### src/rtl/armseq_wdog_pkg.sv
package armseq_wdog_pkg;
  typedef enum logic [1:0] {
    ARM_NONE  = 2'd0,
    ARM_START = 2'd1,
    ARM_HALT  = 2'd2
  } arm_e;

  localparam int unsigned ADDR_W = 3;

  localparam logic [ADDR_W-1:0] A_CMD   = 3'd0;
  localparam logic [ADDR_W-1:0] A_ACT   = 3'd1;
  localparam logic [ADDR_W-1:0] A_CAUSE = 3'd2;
  localparam logic [ADDR_W-1:0] A_EN    = 3'd3;
  localparam logic [ADDR_W-1:0] A_ARM   = 3'd4;
  localparam logic [ADDR_W-1:0] A_CNT   = 3'd5;
endpackage

### src/rtl/armseq_cmd_decode.sv
module armseq_cmd_decode
  import armseq_wdog_pkg::*;
#(
  parameter int unsigned       DATA_W        = 32,
  parameter bit                HAS_STOP      = 1'b1,
  parameter logic [DATA_W-1:0] CODE_ARM_GO   = 'h1E,
  parameter logic [DATA_W-1:0] CODE_GO       = 'hE1,
  parameter logic [DATA_W-1:0] CODE_ARM_HALT = 'h2D,
  parameter logic [DATA_W-1:0] CODE_HALT     = 'hD2
) (
  input  logic              clk,
  input  logic              clr,
  input  logic              cmd_wr,
  input  logic [DATA_W-1:0] cmd_data,
  output logic              load_o,
  output logic              halt_o,
  output arm_e              arm_o
);
  arm_e arm_q;
  logic halt_key_hit;
  logic halt_word_hit;

  generate
    if (HAS_STOP) begin : g_halt
      assign halt_key_hit  = (cmd_data == CODE_ARM_HALT);
      assign halt_word_hit = cmd_wr && (arm_q == ARM_HALT) && (cmd_data == CODE_HALT);
    end else begin : g_no_halt
      // the stop key collapses onto the start key; no stop word exists
      assign halt_key_hit  = 1'b0;
      assign halt_word_hit = 1'b0;
    end
  endgenerate

  always_ff @(posedge clk) begin
    if (clr) begin
      arm_q <= ARM_NONE;
    end else if (cmd_wr) begin
      if (cmd_data == CODE_ARM_GO)  arm_q <= ARM_START;
      else if (halt_key_hit)        arm_q <= ARM_HALT;
      else                          arm_q <= ARM_NONE;
    end
  end

  assign load_o = cmd_wr && (arm_q == ARM_START) && (cmd_data == CODE_GO);
  assign halt_o = halt_word_hit;
  assign arm_o  = arm_q;
endmodule

### src/rtl/armseq_down_counter.sv
module armseq_down_counter #(
  parameter int unsigned CNT_W = 32
) (
  input  logic             clk,
  input  logic             clr,
  input  logic             load,
  input  logic             halt,
  input  logic             tick,
  output logic [CNT_W-1:0] count_o,
  output logic             en_o,
  output logic             expire_o
);
  localparam logic [CNT_W-1:0] FULL = '1;

  logic [CNT_W-1:0] cnt_q;
  logic             en_q;
  logic             at_zero;

  assign at_zero  = (cnt_q == '0);
  assign expire_o = en_q && tick && at_zero && !load && !halt;

  always_ff @(posedge clk) begin
    if (clr) begin
      cnt_q <= '0;
      en_q  <= 1'b0;
    end else if (load) begin
      cnt_q <= FULL;
      en_q  <= 1'b1;
    end else if (halt) begin
      en_q  <= 1'b0;
    end else if (en_q && tick) begin
      if (at_zero) en_q  <= 1'b0;
      else         cnt_q <= cnt_q - 1'b1;
    end
  end

  assign count_o = cnt_q;
  assign en_o    = en_q;
endmodule

### src/rtl/armseq_reset_pulse.sv
module armseq_reset_pulse #(
  parameter int unsigned PULSE_LEN = 16
) (
  input  logic clk,
  input  logic por,
  input  logic expire,
  input  logic cause_clr,
  output logic req_o,
  output logic cause_o
);
  localparam int unsigned PW = $clog2(PULSE_LEN + 1);

  logic [PW-1:0] pcnt_q;
  logic          req_q;
  logic          cause_q;

  // only power-on reset touches this state: it must outlive the reset it requests
  always_ff @(posedge clk) begin
    if (por) begin
      pcnt_q  <= '0;
      req_q   <= 1'b0;
      cause_q <= 1'b0;
    end else begin
      if (expire) begin
        pcnt_q <= PW'(PULSE_LEN);
        req_q  <= 1'b1;
      end else if (pcnt_q != '0) begin
        pcnt_q <= pcnt_q - 1'b1;
        req_q  <= (pcnt_q > PW'(1));
      end
      if (expire)         cause_q <= 1'b1;
      else if (cause_clr) cause_q <= 1'b0;
    end
  end

  assign req_o   = req_q;
  assign cause_o = cause_q;
endmodule

### src/rtl/armseq_wdog.sv
module armseq_wdog
  import armseq_wdog_pkg::*;
#(
  parameter int unsigned       DATA_W        = 32,
  parameter int unsigned       CNT_W         = 32,
  parameter int unsigned       PULSE_LEN     = 16,
  parameter int unsigned       ACT_W         = 2,
  parameter bit                HAS_STOP      = 1'b1,
  parameter logic [DATA_W-1:0] CODE_ARM_GO   = 'h1E,
  parameter logic [DATA_W-1:0] CODE_GO       = 'hE1,
  parameter logic [DATA_W-1:0] CODE_ARM_HALT = 'h2D,
  parameter logic [DATA_W-1:0] CODE_HALT     = 'hD2
) (
  input  logic              clk,
  input  logic              rst,
  input  logic              por,
  input  logic              bus_we,
  input  logic [2:0]        bus_addr,
  input  logic [DATA_W-1:0] bus_wdata,
  output logic [DATA_W-1:0] bus_rdata,
  input  logic              tick_en,
  output logic              rst_req,
  output logic [ACT_W-1:0]  rst_kind
);
  logic             sys_clr;
  logic             cmd_wr;
  logic             cause_wr;
  logic             load;
  logic             halt;
  logic             expire;
  arm_e             arm_state;
  logic [CNT_W-1:0] cnt_val;
  logic             cnt_en;
  logic             cause_flag;
  logic [ACT_W-1:0] act_q;
  logic [DATA_W-1:0] rd_next;

  assign sys_clr  = rst || por;
  assign cmd_wr   = bus_we && (bus_addr == A_CMD);
  assign cause_wr = bus_we && (bus_addr == A_CAUSE) && bus_wdata[0];

  armseq_cmd_decode #(
    .DATA_W(DATA_W), .HAS_STOP(HAS_STOP),
    .CODE_ARM_GO(CODE_ARM_GO), .CODE_GO(CODE_GO),
    .CODE_ARM_HALT(CODE_ARM_HALT), .CODE_HALT(CODE_HALT)
  ) u_dec (
    .clk(clk), .clr(sys_clr), .cmd_wr(cmd_wr), .cmd_data(bus_wdata),
    .load_o(load), .halt_o(halt), .arm_o(arm_state)
  );

  armseq_down_counter #(.CNT_W(CNT_W)) u_cnt (
    .clk(clk), .clr(sys_clr), .load(load), .halt(halt), .tick(tick_en),
    .count_o(cnt_val), .en_o(cnt_en), .expire_o(expire)
  );

  armseq_reset_pulse #(.PULSE_LEN(PULSE_LEN)) u_pulse (
    .clk(clk), .por(por), .expire(expire), .cause_clr(cause_wr),
    .req_o(rst_req), .cause_o(cause_flag)
  );

  // action selection persists across the system reset it configures
  always_ff @(posedge clk) begin
    if (por)                                 act_q <= '0;
    else if (bus_we && bus_addr == A_ACT)    act_q <= bus_wdata[ACT_W-1:0];
  end
  assign rst_kind = act_q;

  always_comb begin
    rd_next = '0;
    case (bus_addr)
      A_ACT:   rd_next[ACT_W-1:0] = act_q;
      A_CAUSE: rd_next[0]         = cause_flag;
      A_EN:    rd_next[0]         = cnt_en;
      A_ARM:   rd_next[0]         = (arm_state != ARM_NONE);
      A_CNT:   rd_next[CNT_W-1:0] = cnt_val;
      default: rd_next            = '0;
    endcase
  end

  always_ff @(posedge clk) begin
    if (sys_clr) bus_rdata <= '0;
    else         bus_rdata <= rd_next;
  end
endmodule

### config.mk
export PLATFORM = sky130hd
export DESIGN_NAME = armseq_wdog
export DESIGN_NICKNAME = d
export VERILOG_FILES = /design/src/rtl/armseq_wdog_pkg.sv /design/src/rtl/armseq_cmd_decode.sv /design/src/rtl/armseq_down_counter.sv /design/src/rtl/armseq_reset_pulse.sv /design/src/rtl/armseq_wdog.sv
export SDC_FILE = /design/constraint.sdc
export NUM_CORES = 1
export LEC_CHECK = 0
export CORE_UTILIZATION = 50
export DETAILED_ROUTE_END_ITERATION = 12
export HOLD_SLACK_MARGIN = 0.1
export PLACE_DENSITY = 0.79
export SLEW_MARGIN = 30
export SYNTH_ARGS = -nofsm -noshare
export SYNTH_HDL_FRONTEND = slang
export SYNTH_SLANG_ARGS = --single-unit
export TNS_END_PERCENT = 100
### constraint.sdc
create_clock -name clk -period 2.5 [get_ports clk]
set_input_delay 0.25 -clock clk [delete_from_list [all_inputs] [get_ports clk]]
set_output_delay 0.25 -clock clk [all_outputs]
set_load 0.02 [all_outputs]
==> results.sh, run 1 <==
export IMPL_outcome="finished with violations"
export IMPL_violations="DRC"
export IMPL_grt_first_pass_wirelength_mm=12.9
export IMPL_final_design_area_no_fill_um2=4480
export IMPL_cts_hold_fix_buffers=0
export IMPL_synth_yosys_warnings=0
export IMPL_fp_dieArea_um2=7130
export IMPL_die_y_um=84.4
export IMPL_core_area_um2=6460
export IMPL_grt_setup_unrepaired="no"
export IMPL_tritoncts="yes"
export IMPL_vias_per_cell=5.81
export IMPL_synth_cells=370
export IMPL_yosysMostFrequentCell="sky130_fd_sc_hd__dfxtp_1"
export IMPL_cts_root_buffer="sky130_fd_sc_hd__clkbuf_8"
export IMPL_drt_total_wl_mm=7.48
export IMPL_postLayoutCoreUtil=0.694
export IMPL_detailroute_via_count=3087
export IMPL_detail_route_wl_per_cell_um=14.1
export IMPL_synth_async_sr_flop_share=0
export IMPL_max_slew_margin_rel=0.659
export IMPL_netlist_area_leader_share=0.448
export IMPL_post_route_cells_drive_above_1_share=0.106
export IMPL_final_instance_count_excl_fill=531
export IMPL_cellLeakagePower_nw=1.61
export IMPL_fmax_ghz=0.426
export IMPL_ant_nets=0
export IMPL_clk_latency_ps=360
export IMPL_peak_supply_drop_mv=0.635
export IMPL_clkTransAtPathRegs_ps=90
export IMPL_pwr_density_cell_nw_per_um2=607
export IMPL_post_cts_resized_instances=0
export IMPL_cts_repair_timing_setup_buffer_count=0
export IMPL_worst_ep_required_time_ps=2780
export IMPL_area_used_by_multi_input_combinational_logic_um2=1750
export IMPL_grt_pass1_vias=2903
export IMPL_placedCellCount=515
export IMPL_synth_edff_count=0
export IMPL_num_antenna_cells=0
export IMPL_place_detailed_hpwl_mm=5.51
export IMPL_area_sequential_um2=1520
export IMPL_post_layout_net_count=493
export IMPL_clk_path_buf_depth=2
export IMPL_fillerInstances=548
export IMPL_area_contributors_post_synth="sky130_fd_sc_hd__dfxtp_1 (45%), sky130_fd_sc_hd__and2_1 (5.2%), sky130_fd_sc_hd__nor4_1 (5.2%)"
export IMPL_number_of_setup_violations_in_the_final_report=0
export IMPL_design_portCount=75
export IMPL_critPathArrivalTime_ps=2630
export IMPL_floorplan_initialDensity=0.526
export IMPL_drt_pre_antenna_iters=8
export IMPL_tritoncts_num_sinks=76
export IMPL_initial_antenna_violation_count=0
export IMPL_synth_top_cells_by_count="sky130_fd_sc_hd__dfxtp_1 (76), sky130_fd_sc_hd__and2_1 (28), sky130_fd_sc_hd__nor4_1 (28), sky130_fd_sc_hd__a21oi_1 (26), sky130_fd_sc_hd__a31oi_1 (18)"
export IMPL_fin_hold_ws_ps=470
export IMPL_pin_count_of_the_biggest_net_entering_global_routing=34
export IMPL_finalCriticalPeriod_ps=2350
export IMPL_endpoint_kind="register"
export IMPL_ys_types=53
export IMPL_yosys_register_bits=76
export IMPL_net_count_after_synthesis=414
export IMPL_finalWeightedCongestion=0.868
export IMPL_syn_area_um2=3400
export IMPL_cts_htree_levels=3
export IMPL_synth_seq_area_share=0.448
export IMPL_final_setup_skew_ps=11.7
export IMPL_critical_path_max_fanout=11
export IMPL_final_hold_viol_count=0
export IMPL_synth_largest_area_cell="sky130_fd_sc_hd__dfxtp_1"
export IMPL_io_buffer_count=74
export IMPL_worst_hold_path_type="register to register"
export IMPL_fin_total_pwr_mw=2.72
export IMPL_placed_area_um2=4250
export IMPL_max_cap_viol_count=0
export IMPL_drcViolationCount=3
export IMPL_layout_area_overhead_vs_synth_pct=31.9
export IMPL_rows=29
export IMPL_grt_ovfl_total=0
export IMPL_critPathLaunchType="register"
export IMPL_final_max_slew_viol_count=0
export IMPL_postSynthAreaPerCell_um2=9.18
export IMPL_period_utilization_post_route=0.939
export IMPL_synth_ff_type="sky130_fd_sc_hd__dfxtp_1"
export IMPL_violation_count_after_the_first_detailed_route_iteration=100
export IMPL_timing_worst_slew_pin_value_ps=508
export IMPL_overall_fraction_of_global_route_tracks_in_use=0.225
export IMPL_category_of_the_most_critical_setup_path="register to register"
export IMPL_die_width_um=84.4
export IMPL_numCtsBuffers=9
-- layer usage --
metal,wire length [um],up-vias,part of all wire,track usage
met1,3300,1405,0.44,0.287
met3,600,18,0.080,0.0669
met4,192,0,0.026,0.0940
li1,-,1534,-,-
met2,3380,130,0.45,0.358
met5,0,-,0,0
-- cells by family after synthesis --
logic type	count (synthesis)	share of synthesized area
muxes	2	0.00626
adders and majority gates	4	0.0147
DFF	76	0.448
and+or+nand+nor	166	0.318
buffers and inverters	31	0.0394
xor gates and xnor gates	17	0.0438
AOI/OAI and AO/OA	74	0.130
-- sequential cells by signal (all words and copies together) (netlist names) --
name and cells:
bus_rdata 32, u_cnt.count_o 32, u_pulse.pcnt_q 5, rst_kind 2
u_dec.arm_o 2, u_cnt.en_o 1, u_pulse.cause_o 1, u_pulse.req_o 1
-- where the power goes --
| part | switching (mW) | leakage, nW | total (mW) | internal (mW) |
|---|---|---|---|---|
| Combinational | 0.181 | 0.881 | 0.379 | 0.198 |
| Clock | 0.456 | 0.116 | 1.04 | 0.589 |
| Sequential | 0.0384 | 0.613 | 1.30 | 1.26 |
-- layout make-up --
class	instances	area share
Sequential cell	76	0.340
Inverter	11	0.00922
Clock buffer	10	0.0307
Multi-Input combinational cell	263	0.391
Timing Repair Buffer	88	0.189
Tap cell	77	0.0215
Clock inverter	6	0.0195
-- path summary, 6_finish.rpt --
check                                                endpoint  depth (start not counted)                           from  slack [ps]
worst min register to register   u_pulse.cause_o$_SDFFE_PP0P_                          2   u_pulse.cause_o$_SDFFE_PP0P_         470
worst max register to register  u_cnt.count_o[8]$_SDFFE_PP0P_                          7  u_cnt.count_o[0]$_SDFFE_PP0P_         150
worst min-delay path             u_pulse.cause_o$_SDFFE_PP0P_                          2   u_pulse.cause_o$_SDFFE_PP0P_         470
worst max-delay path            u_cnt.count_o[8]$_SDFFE_PP0P_                          7  u_cnt.count_o[0]$_SDFFE_PP0P_         150
-- stage by stage --
step           setup TNS (ps)  worst slack, ps
2_1_floorplan               0              419
3_3_place_gp                0             46.1
3_5_place_dp            -22.5            -22.5
4_1_cts                     0              173
5_1_grt                     0             42.4
6_report                    0              152
-- cell usage in the layout, fill, tap and decap left out, drive strengths merged, types with 4 or more instances in the layout --
master	n
dfxtp	76
clkdlybuf4s50	74
nor4	32
and2	30
a21oi	26
a31oi	18
or3	18
xnor2	17
nor3	17
buf	14
nor2	13
o21ai	13
inv	11
nand2	11
clkbuf	10
or4	8
nand4	6
nand3	6
nand2b	5
o31ai	5
ha	4
clkinv	4
-- critical path, cell delays in order (launching register included) --
cell                      delay [ps]
sky130_fd_sc_hd__dfxtp_1         330
sky130_fd_sc_hd__inv_1            90
sky130_fd_sc_hd__ha_1            170
sky130_fd_sc_hd__nor4b_2         360
sky130_fd_sc_hd__o31ai_1         220
sky130_fd_sc_hd__or3_4           420
sky130_fd_sc_hd__or4b_1          520
sky130_fd_sc_hd__a31oi_1         160
(Power assumes the default switching activity.)
==> run 2: changes to the inputs <==
CORE_MARGIN = 2   (was unset)
==> run 2 against run 1 <==
The flow now finishes without violations. Sequential share of layout area up 0.39 points. Clock power down 14%. Critical path depth did not move. Wire length up 1.1%. Sequential cell count unchanged. Non-clock buffer count is 2 lower. Hold slack improved by 9.4 ps. Maximum frequency rose by 1.6%. Critical path type unchanged. Critical endpoint unchanged.
==> results.sh, run 2 (synthesized netlist as in run 1, its figures left out) <==
export IMPL_worst_path_dominant_cell_family="simple AND/OR/NAND/NOR gates"
export IMPL_worst_ep_required_time_ps=2770
export IMPL_drt_total_wl_mm=7.56
export IMPL_postLayoutCoreUtil=0.663
export IMPL_design_portCount=75
export IMPL_cts_repair_timing_setup_buffer_count=0
export IMPL_worst_hold_path_type="register to register"
export IMPL_die_y_um=86.4
export IMPL_detail_route_wl_per_cell_um=14.2
export IMPL_numCtsBuffers=9
export IMPL_cellLeakagePower_nw=1.58
export IMPL_fin_total_pwr_mw=2.57
export IMPL_tritoncts="yes"
export IMPL_floorplan_initialDensity=0.508
export IMPL_finalCriticalPeriod_ps=2310
export IMPL_swShare=0.257
export IMPL_comb_power_share=0.150
export IMPL_critPathArrivalTime_ps=2580
export IMPL_pin_count_of_the_biggest_net_entering_global_routing=41
export IMPL_switching_power_mw=0.661
export IMPL_critPathLaunchType="register"
export IMPL_final_design_area_no_fill_um2=4430
export IMPL_fmax_ghz=0.433
export IMPL_fillerInstances=556
export IMPL_place_detailed_hpwl_mm=5.54
export IMPL_pwr_density_cell_nw_per_um2=581
export IMPL_num_antenna_cells=0
export IMPL_final_hold_viol_count=0
export IMPL_endpoint_kind="register"
export IMPL_category_of_the_most_critical_setup_path="register to register"
export IMPL_placedCellCount=516
export IMPL_post_layout_net_count=491
export IMPL_cts_root_buffer="sky130_fd_sc_hd__clkbuf_8"
export IMPL_initial_antenna_violation_count=0
export IMPL_layout_commonest_cell="sky130_fd_sc_hd__dfxtp_1"
export IMPL_violation_count_after_the_first_detailed_route_iteration=200
export IMPL_final_instance_count_excl_fill=532
export IMPL_rows=30
export IMPL_pwr_share_seq=0.504
export IMPL_finalWeightedCongestion=0.913
export IMPL_tritoncts_num_sinks=76
export IMPL_peak_supply_drop_mv=0.279
export IMPL_internal_power_mw=1.91
export IMPL_post_route_cells_drive_above_1_share=0.0973
export IMPL_outcome="complete, no violations"
export IMPL_final_setup_skew_ps=6.70
export IMPL_number_of_setup_violations_in_the_final_report=0
export IMPL_critPathSlowestCell="sky130_fd_sc_hd__or4b_1"
export IMPL_die_width_um=86.4
export IMPL_area_used_by_multi_input_combinational_logic_um2=1750
export IMPL_placed_area_um2=4240
export IMPL_clkTransAtPathRegs_ps=70
export IMPL_critical_path_buf_inv_count=1
export IMPL_ant_nets=0
export IMPL_timing_worst_slew_pin_value_ps=491
export IMPL_worst_path_cell_chain="inv_1 > ha_1 > nor4b_2 > o31ai_1 > or3_4 > or4b_1 > a31oi_1"
export IMPL_critical_path_max_fanout=11
export IMPL_vias_per_cell=5.74
export IMPL_grt_pass1_vias=2842
export IMPL_drt_pre_antenna_iters=4
export IMPL_io_buffer_count=74
export IMPL_period_utilization_post_route=0.924
export IMPL_area_sequential_um2=1520
export IMPL_max_cap_viol_count=0
export IMPL_max_slew_margin_rel=0.670
export IMPL_final_max_slew_viol_count=0
export IMPL_clk_path_buf_depth=2
export IMPL_cts_htree_levels=3
export IMPL_critical_path_max_stage_delay_ps=510
export IMPL_core_area_um2=6680
export IMPL_layout_cells_most_common_list="sky130_fd_sc_hd__dfxtp_1 (76), sky130_fd_sc_hd__clkdlybuf4s50_1 (74), sky130_fd_sc_hd__and2_1 (28)"
export IMPL_detailroute_via_count=3053
export IMPL_fin_hold_ws_ps=479
export IMPL_fin_ws_ps=190
export IMPL_share_clk_of_total_power=0.346
export IMPL_final_layout_setup_total_negative_slack_ps=0
export IMPL_fp_dieArea_um2=7470
export IMPL_grt_setup_unrepaired="no"
export IMPL_grt_first_pass_wirelength_mm=12.7
export IMPL_drcViolationCount=0
export IMPL_pre_cts_ws_ps=31.4
export IMPL_layout_area_overhead_vs_synth_pct=30.4
export IMPL_clk_latency_ps=350
export IMPL_overall_fraction_of_global_route_tracks_in_use=0.215
export IMPL_grt_ovfl_total=0
==> run 2: routing by layer <==
layer | vias up | routed length [um] | track usage | share of wire
li1 | 1530 | - | - | -
met1 | 1421 | 3360 | 0.262 | 0.44
met2 | 91 | 3660 | 0.362 | 0.48
met3 | 11 | 439 | 0.0648 | 0.058
met4 | 0 | 102 | 0.0696 | 0.013
met5 | - | 0 | 0 | 0
==> run 2: area by class of cell <==
class	instances	area share
clock buffer	11	0.0297
clock inverter	5	0.0119
inverter	11	0.00932
multi-input combinational	263	0.395
sequential	76	0.344
tap	80	0.0226
timing repair buffer	86	0.188
==> run 2: power by group through the flow <==
stage	combinational, mW	sequential (mW)	clock [mW]
5_1_grt	0.436	1.30	0.950
4_1_cts	0.388	1.29	0.900
6_report	0.386	1.30	0.891
3_3_place_gp	0.369	1.32	0
2_1_floorplan	0.248	1.33	0
3_5_place_dp	0.385	1.32	0
==> run 2: path summary, 6_finish.rpt <==
kind | cells after the start | from | endpoint | slack (ps)
setup / recovery | 7 | u_cnt.count_o[0]$_SDFFE_PP0P_ | u_cnt.count_o[8]$_SDFFE_PP0P_ | 190
hold reg to reg | 2 | u_pulse.cause_o$_SDFFE_PP0P_ | u_pulse.cause_o$_SDFFE_PP0P_ | 480
setup reg to reg | 7 | u_cnt.count_o[0]$_SDFFE_PP0P_ | u_cnt.count_o[8]$_SDFFE_PP0P_ | 190
hold / removal | 2 | u_pulse.cause_o$_SDFFE_PP0P_ | u_pulse.cause_o$_SDFFE_PP0P_ | 480
==> run 2: what timing repair did <==
action / 4_1_cts / 5_1_grt
gates resized for setup: 0 / 1
setup endpoints to repair: 0 / 5
hold buffers: 0 / 0
==> run 2: tightest hold or removal path: stages, from the launching register on <==
cell,delay (ps)
sky130_fd_sc_hd__dfxtp_1,320
sky130_fd_sc_hd__o31ai_1,60
sky130_fd_sc_hd__a21oi_1,50
